<file path="config.mk">
export PLATFORM = sky130hd
export DESIGN_NAME = ddr_init_seq
export DESIGN_NICKNAME = d
export VERILOG_FILES = /design/src/rtl/ddr_init_pkg.sv /design/src/rtl/ddr_init_us_timer.sv /design/src/rtl/ddr_init_mode_word.sv /design/src/rtl/ddr_init_step_dec.sv /design/src/rtl/ddr_init_seq.sv
export SDC_FILE = /design/constraint.sdc
export NUM_CORES = 1
export LEC_CHECK = 0
export BUFFER_PORTS_ARGS = -buffer_cell sky130_fd_sc_hd__buf_2
export CORE_MARGIN = 2
export CORE_UTILIZATION = 40
export DETAILED_ROUTE_END_ITERATION = 8
export PLACE_DENSITY_LB_ADDON = 0.25
export SYNTH_ARGS = -nofsm -noshare
export SYNTH_HDL_FRONTEND = slang
export SYNTH_SLANG_ARGS = --single-unit
</file>
<file path="constraint.sdc">
create_clock -name clk_i -period 4 [get_ports clk_i]
set_input_delay 0.4 -clock clk_i [delete_from_list [all_inputs] [get_ports clk_i]]
set_output_delay 0.4 -clock clk_i [all_outputs]
set_load 0.1 [all_outputs]
</file>
<file path="src/rtl/ddr_init_pkg.sv">
package ddr_init_pkg;

  typedef enum logic [2:0] {
    CMD_SELF_REF = 3'd0,
    CMD_NOP      = 3'd1,
    CMD_PRE_ALL  = 3'd2,
    CMD_MRS      = 3'd3,
    CMD_EMRS     = 3'd4,
    CMD_RSVD     = 3'd5,
    CMD_REFRESH  = 3'd6,
    CMD_NORMAL   = 3'd7
  } ddr_cmd_e;

  typedef enum logic [2:0] {
    STP_NOP,
    STP_PRE1,
    STP_EMRS,
    STP_MRS_DLL,
    STP_PRE2,
    STP_REF,
    STP_MRS_NORM
  } ddr_step_e;

  localparam logic [1:0] OPM_NORMAL  = 2'd0;
  localparam logic [1:0] OPM_TEST    = 2'd1;
  localparam logic [1:0] OPM_DLL_RST = 2'd2;

  function automatic logic [8:0] mode_word(input logic [2:0] bl, input logic bt,
                                           input logic [2:0] cl, input logic [1:0] opm);
    return {opm, cl, bt, bl};
  endfunction

endpackage

</file>
<file path="src/rtl/ddr_init_us_timer.sv">
module ddr_init_us_timer #(
  parameter int CNT_W = 8
) (
  input  logic             clk_i,
  input  logic             rst_ni,
  input  logic             arm_i,
  input  logic             tick_i,
  input  logic [CNT_W-1:0] limit_i,
  output logic             done_o
);
  logic [CNT_W-1:0] cnt_q;

  always_ff @(posedge clk_i or negedge rst_ni) begin
    if (!rst_ni)      cnt_q <= '0;
    else if (!arm_i)  cnt_q <= '0;
    else if (tick_i)  cnt_q <= cnt_q + 1'b1;
  end

  // fires on the limit-th tick while armed
  assign done_o = arm_i && tick_i && (cnt_q == limit_i - 1'b1);
endmodule

</file>
<file path="src/rtl/ddr_init_mode_word.sv">
module ddr_init_mode_word
  import ddr_init_pkg::*;
#(
  parameter int          ADDR_W  = 13,
  parameter logic [2:0]  BL_CODE = 3'd2,
  parameter logic        BT_ILV  = 1'b1,
  parameter logic [2:0]  CL_CODE = 3'd2
) (
  output logic [ADDR_W-1:0] mr_norm_o,
  output logic [ADDR_W-1:0] mr_dll_o
);
  assign mr_norm_o = ADDR_W'(mode_word(BL_CODE, BT_ILV, CL_CODE, OPM_NORMAL));
  assign mr_dll_o  = ADDR_W'(mode_word(BL_CODE, BT_ILV, CL_CODE, OPM_DLL_RST));
endmodule

</file>
<file path="src/rtl/ddr_init_step_dec.sv">
module ddr_init_step_dec
  import ddr_init_pkg::*;
#(
  parameter int ADDR_W = 13
) (
  input  ddr_step_e         step_i,
  input  logic [ADDR_W-1:0] mr_norm_i,
  input  logic [ADDR_W-1:0] mr_dll_i,
  output ddr_cmd_e          cmd_o,
  output logic [1:0]        ba_o,
  output logic [ADDR_W-1:0] addr_o
);
  logic [ADDR_W-1:0] pre_all_addr;

  generate
    if (ADDR_W > 10) begin : g_a10
      assign pre_all_addr = ADDR_W'(1) << 10;
    end else begin : g_no_a10
      assign pre_all_addr = '0;
    end
  endgenerate

  always_comb begin
    cmd_o  = CMD_NOP;
    ba_o   = 2'd0;
    addr_o = '0;
    unique case (step_i)
      STP_NOP:      cmd_o = CMD_NOP;
      STP_PRE1,
      STP_PRE2:     begin cmd_o = CMD_PRE_ALL; addr_o = pre_all_addr; end
      STP_EMRS:     begin cmd_o = CMD_EMRS; ba_o = 2'd1; end
      STP_MRS_DLL:  begin cmd_o = CMD_MRS; addr_o = mr_dll_i; end
      STP_REF:      cmd_o = CMD_REFRESH;
      STP_MRS_NORM: begin cmd_o = CMD_MRS; addr_o = mr_norm_i; end
      default:      cmd_o = CMD_NOP;
    endcase
  end
endmodule

</file>
<file path="src/rtl/ddr_init_seq.sv">
module ddr_init_seq
  import ddr_init_pkg::*;
#(
  parameter int         ADDR_W        = 13,
  parameter int         PWR_WAIT_US   = 200,
  parameter int         DLL_WAIT_US   = 200,
  parameter int         GAP_CYCLES    = 2,
  parameter int         REFRESH_COUNT = 8,
  parameter logic [2:0] BL_CODE       = 3'd2,
  parameter logic       BT_ILV        = 1'b1,
  parameter logic [2:0] CL_CODE       = 3'd2
) (
  input  logic              clk_i,
  input  logic              rst_ni,
  input  logic              us_tick_i,
  input  logic              req_valid_i,
  input  logic [2:0]        req_cmd_i,
  input  logic [1:0]        req_ba_i,
  input  logic [ADDR_W-1:0] req_addr_i,
  output logic [2:0]        cmd_o,
  output logic              cmd_stb_o,
  output logic [1:0]        ba_o,
  output logic [ADDR_W-1:0] addr_o,
  output logic              fifo_rst_o,
  output logic              init_done_o,
  output logic              refresh_en_o
);
  localparam int WAIT_MAX = (PWR_WAIT_US > DLL_WAIT_US) ? PWR_WAIT_US : DLL_WAIT_US;
  localparam int TMR_W    = $clog2(WAIT_MAX + 1);
  localparam int GAP_W    = $clog2(GAP_CYCLES + 1);
  localparam int REF_W    = $clog2(REFRESH_COUNT + 1);

  typedef enum logic [2:0] {
    ST_WAIT_PWR, ST_ISSUE, ST_GAP, ST_WAIT_DLL, ST_FIFO_HI, ST_FIFO_LO, ST_DONE
  } st_e;

  st_e               st_q;
  ddr_step_e         step_q;
  logic [GAP_W-1:0]  gap_q;
  logic [REF_W-1:0]  ref_q;
  ddr_cmd_e          cmd_q;
  logic              stb_q, fifo_q, done_q, ref_en_q;
  logic [1:0]        ba_q;
  logic [ADDR_W-1:0] addr_q;

  logic              tmr_arm, tmr_done;
  logic [TMR_W-1:0]  tmr_limit;
  logic [ADDR_W-1:0] mr_norm, mr_dll, dec_addr;
  ddr_cmd_e          dec_cmd;
  logic [1:0]        dec_ba;

  assign tmr_arm   = (st_q == ST_WAIT_PWR) || (st_q == ST_WAIT_DLL);
  assign tmr_limit = (st_q == ST_WAIT_PWR) ? TMR_W'(PWR_WAIT_US) : TMR_W'(DLL_WAIT_US);

  ddr_init_us_timer #(.CNT_W(TMR_W)) u_timer (
    .clk_i   (clk_i),
    .rst_ni  (rst_ni),
    .arm_i   (tmr_arm),
    .tick_i  (us_tick_i),
    .limit_i (tmr_limit),
    .done_o  (tmr_done)
  );

  ddr_init_mode_word #(
    .ADDR_W(ADDR_W), .BL_CODE(BL_CODE), .BT_ILV(BT_ILV), .CL_CODE(CL_CODE)
  ) u_mode (
    .mr_norm_o (mr_norm),
    .mr_dll_o  (mr_dll)
  );

  ddr_init_step_dec #(.ADDR_W(ADDR_W)) u_dec (
    .step_i    (step_q),
    .mr_norm_i (mr_norm),
    .mr_dll_i  (mr_dll),
    .cmd_o     (dec_cmd),
    .ba_o      (dec_ba),
    .addr_o    (dec_addr)
  );

  always_ff @(posedge clk_i or negedge rst_ni) begin
    if (!rst_ni) begin
      st_q     <= ST_WAIT_PWR;
      step_q   <= STP_NOP;
      gap_q    <= '0;
      ref_q    <= '0;
      cmd_q    <= CMD_NOP;
      stb_q    <= 1'b0;
      ba_q     <= 2'd0;
      addr_q   <= '0;
      fifo_q   <= 1'b0;
      done_q   <= 1'b0;
      ref_en_q <= 1'b0;
    end else begin
      unique case (st_q)
        ST_WAIT_PWR,
        ST_WAIT_DLL: if (tmr_done) st_q <= ST_ISSUE;
        ST_ISSUE: begin
          cmd_q  <= dec_cmd;
          ba_q   <= dec_ba;
          addr_q <= dec_addr;
          stb_q  <= 1'b1;
          gap_q  <= '0;
          st_q   <= ST_GAP;
        end
        ST_GAP: begin
          cmd_q  <= CMD_NOP;
          ba_q   <= 2'd0;
          addr_q <= '0;
          stb_q  <= 1'b0;
          if (gap_q == GAP_W'(GAP_CYCLES - 1)) begin
            st_q <= ST_ISSUE;
            unique case (step_q)
              STP_NOP:     step_q <= STP_PRE1;
              STP_PRE1:    step_q <= STP_EMRS;
              STP_EMRS:    step_q <= STP_MRS_DLL;
              STP_MRS_DLL: begin step_q <= STP_PRE2; st_q <= ST_WAIT_DLL; end
              STP_PRE2:    begin step_q <= STP_REF; ref_q <= '0; end
              STP_REF: begin
                if (ref_q == REF_W'(REFRESH_COUNT - 1)) step_q <= STP_MRS_NORM;
                else ref_q <= ref_q + 1'b1;
              end
              STP_MRS_NORM: st_q <= ST_FIFO_HI;
              default:      st_q <= ST_FIFO_HI;
            endcase
          end else begin
            gap_q <= gap_q + 1'b1;
          end
        end
        ST_FIFO_HI: begin
          fifo_q <= 1'b1;
          st_q   <= ST_FIFO_LO;
        end
        ST_FIFO_LO: begin
          fifo_q   <= 1'b0;
          done_q   <= 1'b1;
          ref_en_q <= 1'b1;
          cmd_q    <= CMD_NORMAL;
          st_q     <= ST_DONE;
        end
        ST_DONE: begin
          stb_q  <= req_valid_i;
          cmd_q  <= req_valid_i ? ddr_cmd_e'(req_cmd_i) : CMD_NORMAL;
          ba_q   <= req_valid_i ? req_ba_i : 2'd0;
          addr_q <= req_valid_i ? req_addr_i : '0;
        end
        default: st_q <= ST_WAIT_PWR;
      endcase
    end
  end

  assign cmd_o        = cmd_q;
  assign cmd_stb_o    = stb_q;
  assign ba_o         = ba_q;
  assign addr_o       = addr_q;
  assign fifo_rst_o   = fifo_q;
  assign init_done_o  = done_q;
  assign refresh_en_o = ref_en_q;
endmodule

</file>
==> run_results.csv, run 1 <==
group,metric,value,unit
critical_path,rr_startpoint,"st_q[1]",
timing,setup_slack,1.98,ns
grt,grt_pass1_vias,1503,
synth,async_reset_ff_frac,1.00,
timing,finalHoldViolations,0,
timing,max_freq,496,MHz
final_layout,layout.cells.non_filler,305,
route,wire_per_inst,13.5,µm
timing,slew_headroom,0.392,
placement,dp.cells,297,
critical_path,worst-path-stages,4,
synth,synth_top_area_frac,0.498,
synth,synthMostInstantiatedCell,"dfrtp_1",
critical_path,worstPathMaxFanout,15,
synth,syn_nets,226,
timing,finalSetupViolCount,0,
floorplan,die_h,74.9,µm
cts,cts_max_path_buffers,2,
grt,grt_max_degree,42,
cts,clock_latency,0.29,ns
placement,place_ws,2.00,ns
cts,postCtsSetupBuffers,0,
synth,synth_top_cells_by_area,"dfrtp_1 50%, nor2_1 4.1%, a22o_1 3.9%",
route,firstDrtPassIters,4,
route,ant_nets,0,
pwr,leakage,1.10,nW
timing,min_period,2.02,ns
route,routed_via_density,5.15,
route,drt_iter0_drc,68,
synth,synthTopCellsByCount,"40 x dfrtp_1, 22 x nor2_1, 14 x nand2_1",
synth,syn_avg_cell_area,9.99,µm²
synth,yosys_most_used_dff,"dfrtp_1",
min_path,hold_path.class,"in2async",
cts,holdBufCountCts,0,
pwr,ir_drop,0.000190,V
floorplan,pin_count,44,
cts,cts_root_buf,"clkbuf_8",
synth,ys_warn_count,0,
synth,synth_edf_count,0,
synth,yosys.area.top_type,"dfrtp_1",
grt,antenna_found_initial,0,
critical_path,cp-start-kind,"flip-flop",
synth,ys_ff_latch,41,
flow_run,drv_cap,0,
synth,synthCells,201,
placement,routabilityCongestion,0.769,
critical_path,crit_family,"simple AND/OR/NAND/NOR gates",
timing,worstMarginPinSlew,0.907,ns
cts,htreeDepth,2,
final_layout,synthToLayoutAreaGrowth,16.8,%
synth,synth.distinct_cells,48,
critical_path,rrSetupSlack,1.98,ns
cts,cts.sinks,41,
placement,io_buffers,43,
critical_path,critical_path.max_stage_delay,0.61,ns
critical_path,critPathSlowestCell,"dfrtp_1",
timing,finalMaxSlewViolations,0,
floorplan,start_util,0.420,
synth,netlist_area,2010,µm²
floorplan,die_area,5600,µm²
grt,grt_pass1_wl,6960,µm
critical_path,cp_cell_sequence,"nor2b_1 > or3_1 > nor2_4 > a221o_1",
final_layout,diodes,0,
timing,fin_skew,0.00787,ns
critical_path,reg2regPathDepth,4,
placement,place_area,2230,µm²
timing,fin_tns_setup,0,ns
final_layout,drive_gt1_frac,0.239,
cts,clkTransAtPathRegs,0.08,ns
route,num_vias,1572,
synth,yosysSeqAreaShare,0.512,
floorplan,die_w,74.9,µm
critical_path,critical_path_class,"reg2reg",
route,totalWireLength,4120,µm
critical_path,worst-path-buf-inv,0,
critical_path,crit_required,4.18,ns
placement,place_hpwl,2910,µm
floorplan,core_area,4790,µm²
cts,cts_tree,"yes",
critical_path,critPathArrivalTime,2.19,ns
floorplan,rows,25,
critical_path,critPathLaunch,"st_q[1]",
outcome,status,"finished, final reports clean",
timing,rsz0062_at_grt,"no",
final_layout,final_cell_area,2340,µm²
final_layout,fin_nets,262,
grt,grt_overflow_total,0,
critical_path,critPathCaptureType,"flip-flop",
cts,cts-buffers-inserted,5,
critical_path,worst_r2r_endpoint,"st_q[1]",
final_layout,final_core_util,0.490,
pwr,power_density,383,nW/µm²
cts,cts_resized,0,
timing,fin_crit_sh,0.504,
grt,grt_util_all_layers,0.163,
route,drc,0,
## through the flow
| step | power [W] | hold WS [ns] |
|---|---|---|
| 2_1_floorplan | 0.000537 | 0.104 |
| 3_3_place_gp | 0.000571 | 0.481 |
| 3_5_place_dp | 0.000574 | 0.460 |
| 4_1_cts | 0.000910 | 0.264 |
| 5_1_grt | 0.000944 | 0.313 |
| 6_report | 0.000898 | 0.217 |
## cell usage in the layout (no fill, tap or decap), types with 5 or more instances in the layout
cell | Yosys | routed
nor2_1 | 22 | 22
inv_1 | 7 | 7
nand2_1 | 14 | 14
nand3_1 | 6 | 6
clkbuf_8 | 0 | 5
a21oi_1 | 13 | 13
buf_2 | 5 | 43
o21ai_0 | 13 | 13
a22o_1 | 9 | 9
dfrtp_1 | 40 | 40
## area by class of cell
| cell class | count | area (µm²) |
|---|---|---|
| Tap cell | 67 | 83.8 |
| Clock buffer | 5 | 68.8 |
| Clock inverter | 3 | 46.3 |
| Sequential cell | 41 | 1030 |
| Multi-Input combinational cell | 138 | 873 |
| Inverter | 8 | 30.0 |
| Timing Repair Buffer | 43 | 215 |
| Fill cell | 463 | 2440 |
## state kept, by name, summed over array words and instances, names as in the netlist
name,count
addr_o,13
ba_o,2
cmd_o,3
cmd_stb_o,1
fifo_rst_o,1
gap_q,2
ref_q,4
refresh_en_o,1
st_q,3
step_q,3
u_timer.cnt_q,8
## layer usage
layer	vias up	GRT usage	share of wire	wire, µm
met5	-	0	0	0
met4	0	0.0714	0.018	74
met3	6	0.0308	0.032	131
met2	24	0.246	0.47	1950
met1	749	0.231	0.48	1960
li1	793	-	-	-
## worst register-to-register path: stages (launching register included)
cell and delay (ns):
dfrtp_1 0.61, nor2b_1 0.51, or3_1 0.41, nor2_4 0.07
a221o_1 0.30
## worst max-delay path by stage
stage | slack, ns | end
2_1_floorplan | 2.26 | refresh_en_o
3_5_place_dp | 2.00 | addr_o[10]
5_1_grt | 1.73 | addr_o[8]
4_1_cts | 1.98 | st_q[1]
3_3_place_gp | 2.02 | addr_o[10]
6_report | 1.98 | st_q[1]
## cell families after synthesis
kind of cell | synth area share
AOI/OAI and AO/OA | 0.203
and+or+nand+nor | 0.168
muxes | 0.0150
xor gates and xnor gates | 0.0305
DFF | 0.512
adders and majority gates | 0.0187
buffers and inverters | 0.0536
## power breakdown
part           internal (W)  total [W]  leakage, nW  switching (W)
Clock              0.000187   0.000334       0.0543       0.000147
Combinational     0.0000402  0.0000865        0.513      0.0000464
Sequential         0.000445   0.000478        0.538      0.0000324
Power figures use the tool's default switching activity.
==> inputs of run 2 (changes only) <==
==> constraint.sdc (replaced) <==
create_clock -name clk_i -period 1.7 [get_ports clk_i]
set_input_delay 0.17 -clock clk_i [delete_from_list [all_inputs] [get_ports clk_i]]
set_output_delay 0.17 -clock clk_i [all_outputs]
set_load 0.1 [all_outputs]
==> run_results.csv, run 2 (same netlist as run 1, synthesis figures left out) <==
group,metric,value,unit
outcome,status,"finished, final reports clean",
timing,finalHoldViolations,0,
grt,grt_max_degree,42,
timing,max_freq,641,MHz
route,routed_via_density,5.13,
critical_path,critPathSlowestCell,"dfrtp_1",
critical_path,critPathArrivalTime,1.74,ns
cts,clock_latency,0.30,ns
cts,htreeDepth,2,
cts,cts_max_path_buffers,2,
placement,dp.cells,309,
pwr,leakage,1.17,nW
cts,cts_resized,0,
grt,grt_pass1_wl,6990,µm
min_path,hold_path.class,"in2reg",
grt,antenna_found_initial,0,
cts,postCtsSetupBuffers,0,
cts,cts-buffers-inserted,5,
timing,finalSetupViolCount,0,
placement,io_buffers,43,
critical_path,rrSetupSlack,0.14,ns
critical_path,cp_cell_sequence,"ha_1 > and3b_1 > nor3b_1 > nor2_1 > a2bb2oi_1",
timing,slew_headroom,0.656,
floorplan,start_util,0.420,
floorplan,die_w,74.9,µm
floorplan,pin_count,44,
flow_run,drv_cap,0,
grt,grt_overflow_total,0,
timing,rsz0062_at_grt,"no",
final_layout,fin_nets,275,
final_layout,layout.cells.non_filler,318,
floorplan,die_area,5600,µm²
timing,finalMaxSlewViolations,0,
cts,clkTransAtPathRegs,0.08,ns
route,ant_nets,0,
critical_path,critical_path.max_stage_delay,0.41,ns
cts,cts_root_buf,"clkbuf_8",
grt,grt_pass1_vias,1480,
timing,fin_skew,0.00957,ns
critical_path,crit_family,"simple AND/OR/NAND/NOR gates",
grt,grt_util_all_layers,0.168,
critical_path,worst-path-buf-inv,0,
final_layout,layout.cells.most_common,"buf_2",
floorplan,rows,25,
pwr,ir_drop,0.000349,V
route,totalWireLength,4200,µm
cts,cts_tree,"yes",
route,firstDrtPassIters,4,
floorplan,die_h,74.9,µm
timing,min_period,1.56,ns
final_layout,drive_gt1_frac,0.275,
placement,place_hpwl,2960,µm
critical_path,cp-start-kind,"flip-flop",
cts,cts.sinks,41,
final_layout,layout_common_cells,"43 x buf_2, 40 x dfrtp_1, 22 x nor2_1",
pwr,power_density,827,nW/µm²
timing,fin_crit_sh,0.918,
floorplan,core_area,4790,µm²
route,drc,0,
critical_path,crit_required,1.88,ns
route,wire_per_inst,13.2,µm
final_layout,largest_reg_flops,13,
timing,fin_tns_setup,0,ns
route,drt_iter0_drc,77,
route,num_vias,1632,
critical_path,worstPathMaxFanout,4,
final_layout,diodes,0,
placement,routabilityCongestion,0.792,
final_layout,synthToLayoutAreaGrowth,20.8,%
critical_path,critPathCaptureType,"flip-flop",
critical_path,critical_path_class,"reg2reg",
timing,worstMarginPinSlew,0.516,ns
==> run 2: changes by cell type in the layout (fill, tap and decap cells not counted), sizes merged <==
cell         delta
clkbuf          +1
buf            +12
dlygate4sd3     +1
bufinv          -1
clkinvlp        -1
clkinv          +1
==> run 2: per-stage QoR <==
stage	area, µm²	power, W	setup WS (ns)	util	hold slack (ns)
after floorplan	2010	0.00126	0.163	-	-0.126
after global placement	2320	0.00134	0.162	0.485	0.266
after detailed placement	2320	0.00135	0.142	0.485	0.271
after CTS	2430	0.00203	0.128	0.507	0.0800
after global routing	2430	0.00214	0.00592	0.507	0.0860
final	2430	0.00201	0.140	0.507	0.0926
==> run 2: final cells by class <==
| type | instances | area [µm²] |
|---|---|---|
| clock buffers | 6 | 82.6 |
| clock inverters | 2 | 13.8 |
| fillers | 468 | 2360 |
| inverters | 8 | 30.0 |
| multi-input cells | 138 | 873 |
| flip-flops and latches | 41 | 1030 |
| well taps | 67 | 83.8 |
| repair buffers | 56 | 315 |
==> run 2: per-layer routing <==
layer | part of all wire | GRT usage | vias to the layer above
li1 | - | - | 818
met1 | 0.48 | 0.238 | 774
met2 | 0.45 | 0.244 | 34
met3 | 0.041 | 0.0402 | 6
met4 | 0.021 | 0.0774 | 0
met5 | 0 | 0 | -
==> run 2: worst paths after layout <==
| kind | from | endpoint | cells after the start |
|---|---|---|---|
| worst max-delay path | ref_q[0] | step_q[1] | 5 |
| worst min-delay path | req_addr_i[0] | addr_o[0] | 2 |
| worst max register to register | ref_q[0] | step_q[1] | 5 |
| worst min register to register | addr_o[7] | addr_o[7] | 1 |
| max in group asynchronous | rst_ni | cmd_o[0] | 3 |
| min in group asynchronous | rst_ni | ref_q[2] | 3 |
==> run 2: worst register-to-register path, cell delays in order, from the launching register on <==
cell,delay (ns)
dfrtp_1,0.41
ha_1,0.24
and3b_1,0.20
nor3b_1,0.37
nor2_1,0.10
a2bb2oi_1,0.14
==> run 2: what timing repair did <==
action / 4_1_cts / 5_1_grt
endpoints found under the setup margin: 0 / 2
hold endpoints to repair: 40 / 0
hold buffers: 1 / 0
==> run 2: where the power goes <==
part | switching [W] | total [W] | internal [W]
Clock | 0.000351 | 0.000680 | 0.000329
Sequential | 0.0000787 | 0.00113 | 0.00105
Combinational | 0.000104 | 0.000200 | 0.0000967
==> inputs of run 3 (changes only) <==
--- a/config.mk
+++ b/config.mk
@@ -5,9 +5,10 @@
 export SDC_FILE = /design/constraint.sdc
 export NUM_CORES = 1
 export LEC_CHECK = 0
+export ABC_AREA = 1
 export BUFFER_PORTS_ARGS = -buffer_cell sky130_fd_sc_hd__buf_2
 export CORE_MARGIN = 2
-export CORE_UTILIZATION = 40
+export CORE_UTILIZATION = 49
 export DETAILED_ROUTE_END_ITERATION = 8
 export PLACE_DENSITY_LB_ADDON = 0.25
 export SYNTH_ARGS = -nofsm -noshare
==> run_results.csv, run 3 <==
group,metric,value,unit
synth,syn_avg_cell_area,7.96,µm²
cts,clock_latency,0.29,ns
critical_path,worstPathMaxFanout,11,
final_layout,fin_nets,350,
min_path,hold_path.class,"in2reg",
cts,clkTransAtPathRegs,0.08,ns
grt,antenna_found_initial,0,
route,totalWireLength,4410,µm
route,ant_nets,0,
timing,min_period,1.43,ns
synth,yosys_most_used_dff,"dfrtp_1",
cts,postCtsSetupBuffers,0,
critical_path,critPathCaptureType,"flip-flop",
cts,cts_root_buf,"clkbuf_8",
floorplan,die_w,71.6,µm
route,drc,0,
route,routed_via_density,4.97,
route,num_vias,1879,
synth,synth_edf_count,0,
floorplan,die_h,71.6,µm
critical_path,critPathArrivalTime,1.66,ns
route,wire_per_inst,11.7,µm
placement,io_buffers,43,
final_layout,layout.cells.most_common,"nand2_1",
grt,grt_pass1_wl,7620,µm
timing,finalMaxSlewViolations,0,
synth,synth_top_family_by_area,"simple AND/OR/NAND/NOR gates",
timing,slew_headroom,0.672,
final_layout,synthToLayoutAreaGrowth,14.2,%
flow_run,drv_cap,0,
placement,routabilityCongestion,0.846,
synth,synth.distinct_cells,35,
critical_path,critPathSlowestCell,"dfrtp_1",
route,drt_iter0_drc,91,
floorplan,core_area,4380,µm²
cts,cts_tree,"yes",
cts,cts_max_path_buffers,2,
synth,async_reset_ff_frac,1.00,
pwr,ir_drop,0.000573,V
synth,synth_compound_area_frac,0.0671,
timing,rsz0062_at_grt,"no",
floorplan,pin_count,44,
cts,cts-buffers-inserted,5,
timing,fin_crit_sh,0.839,
synth,yosys.area_share.simple,0.367,
critical_path,critical_path_class,"reg2reg",
timing,max_freq,701,MHz
final_layout,diodes,0,
synth,ys_warn_count,0,
placement,place_area,2460,µm²
cts,htreeDepth,2,
cts,cts_resized,0,
final_layout,final_cell_area,2550,µm²
cts,holdBufCountCts,1,
synth,muxShareOfSynthArea,0,
critical_path,cp_cell_sequence,"inv_2 > nand2_4 > nand2_4 > nor2_8 > nand2_2 > nand2_1 > nand2_1 > nand2_1",
grt,grt_overflow_total,0,
synth,synth_top_cells_by_area,"dfrtp_1 45%, nand2_1 15%, nand3_1 7.4%",
final_layout,largest_reg_flops,13,
floorplan,rows,24,
synth,synthTopCellsByCount,"88 x nand2_1, 40 x dfrtp_1, 33 x nand3_1",
synth,synthMostInstantiatedCell,"nand2_1",
floorplan,die_area,5120,µm²
critical_path,critical_path.max_stage_delay,0.50,ns
synth,synthCells,281,
critical_path,cp-start-kind,"flip-flop",
final_layout,layout_common_cells,"88 x nand2_1, 43 x buf_2, 40 x dfrtp_1",
timing,fin_skew,0.00639,ns
placement,place_hpwl,3210,µm
timing,finalHoldViolations,0,
grt,grt_pass1_vias,1716,
pwr,power_density,753,nW/µm²
timing,fin_tns_setup,0,ns
cts,cts.sinks,41,
grt,grt_util_all_layers,0.191,
floorplan,start_util,0.510,
critical_path,cpMostUsedCell,"nand2_1",
synth,ys_ff_latch,41,
synth,yosys.area.top_type,"dfrtp_1",
pwr,leakage,1.33,nW
timing,finalSetupViolCount,0,
timing,worstMarginPinSlew,0.496,ns
synth,netlist_area,2240,µm²
pwr,totalPowerFinal,0.00192,W
synth,yosysSeqAreaShare,0.459,
final_layout,drive_gt1_frac,0.230,
final_layout,fill_cells,421,
critical_path,crit_required,1.94,ns
outcome,status,"finished, final reports clean",
grt,grt_max_degree,42,
synth,syn_nets,306,
synth,synth-xor-area-share,0.00783,
synth,synthAdderAreaFrac,0.0168,
synth,synth_top_area_frac,0.447,
route,firstDrtPassIters,4,
run 3: path summary, 6_finish.rpt:
path	from	endpoint	slack, ns	depth (start not counted)
max in group asynchronous	rst_ni	cmd_o[0]	1.06	3
worst min register to register	addr_o[11]	addr_o[11]	0.47	2
worst max register to register	st_q[0]	st_q[0]	0.27	8
worst min-delay path	req_addr_i[11]	addr_o[11]	0.10	3
worst max-delay path	st_q[0]	st_q[0]	0.27	8
min in group asynchronous	rst_ni	u_timer.cnt_q[4]	0.36	3
run 3: cell families (layout without fill, tap and decap cells):
| kind of cell | count (synthesis) | count (layout) |
|---|---|---|
| AND/OR/NAND/NOR | 174 | 174 |
| adder cells (fa/ha/maj) | 3 | 3 |
| buffers and inverters | 33 | 78 |
| AO/OA/AOI/OAI | 28 | 28 |
| XOR/XNOR | 2 | 2 |
| flip-flops | 41 | 41 |
run 3: per-layer routing:
| metal | vias to the layer above | share of wire | track usage |
|---|---|---|---|
| li1 | 985 | - | - |
| met1 | 855 | 0.49 | 0.258 |
| met3 | 6 | 0.040 | 0.0549 |
| met4 | 0 | 0.016 | 0.0734 |
| met2 | 33 | 0.45 | 0.291 |
| met5 | - | 0 | 0 |
run 3: through the flow:
step	std cells	hold slack, ns	setup slack (ns)	utilization
after floorplan	281	-0.126	0.196	-
after global placement	369	0.158	0.298	0.561
after detailed placement	369	0.159	0.289	0.561
after CTS	378	0.0890	0.266	0.583
after global routing	378	0.0934	0.0226	0.583
final	378	0.100	0.274	0.583
run 3: area by class of cell:
class	count	area, µm²	area share
clock buffers	5	68.8	0.0269
repair buffers	46	253	0.0989
multi-input cells	207	1030	0.402
inverters	24	97.6	0.0382
clock inverters	3	17.5	0.00686
flip-flops and latches	41	1030	0.402
well taps	52	65.1	0.0255
run 3: report_power, final:
| group | leakage (nW) | switching (W) | internal (W) |
|---|---|---|---|
| Sequential | 0.528 | 0.0000127 | 0.000998 |
| Clock | 0.0439 | 0.000339 | 0.000283 |
| Combinational | 0.762 | 0.000234 | 0.0000554 |
run 3: worst max-delay path, delay by kind of cell (launching register included):
family	cells	cell delay (ns)
flip-flops	1	0.50
AND/OR/NAND/NOR	7	0.81
buffers and inverters	1	0.07
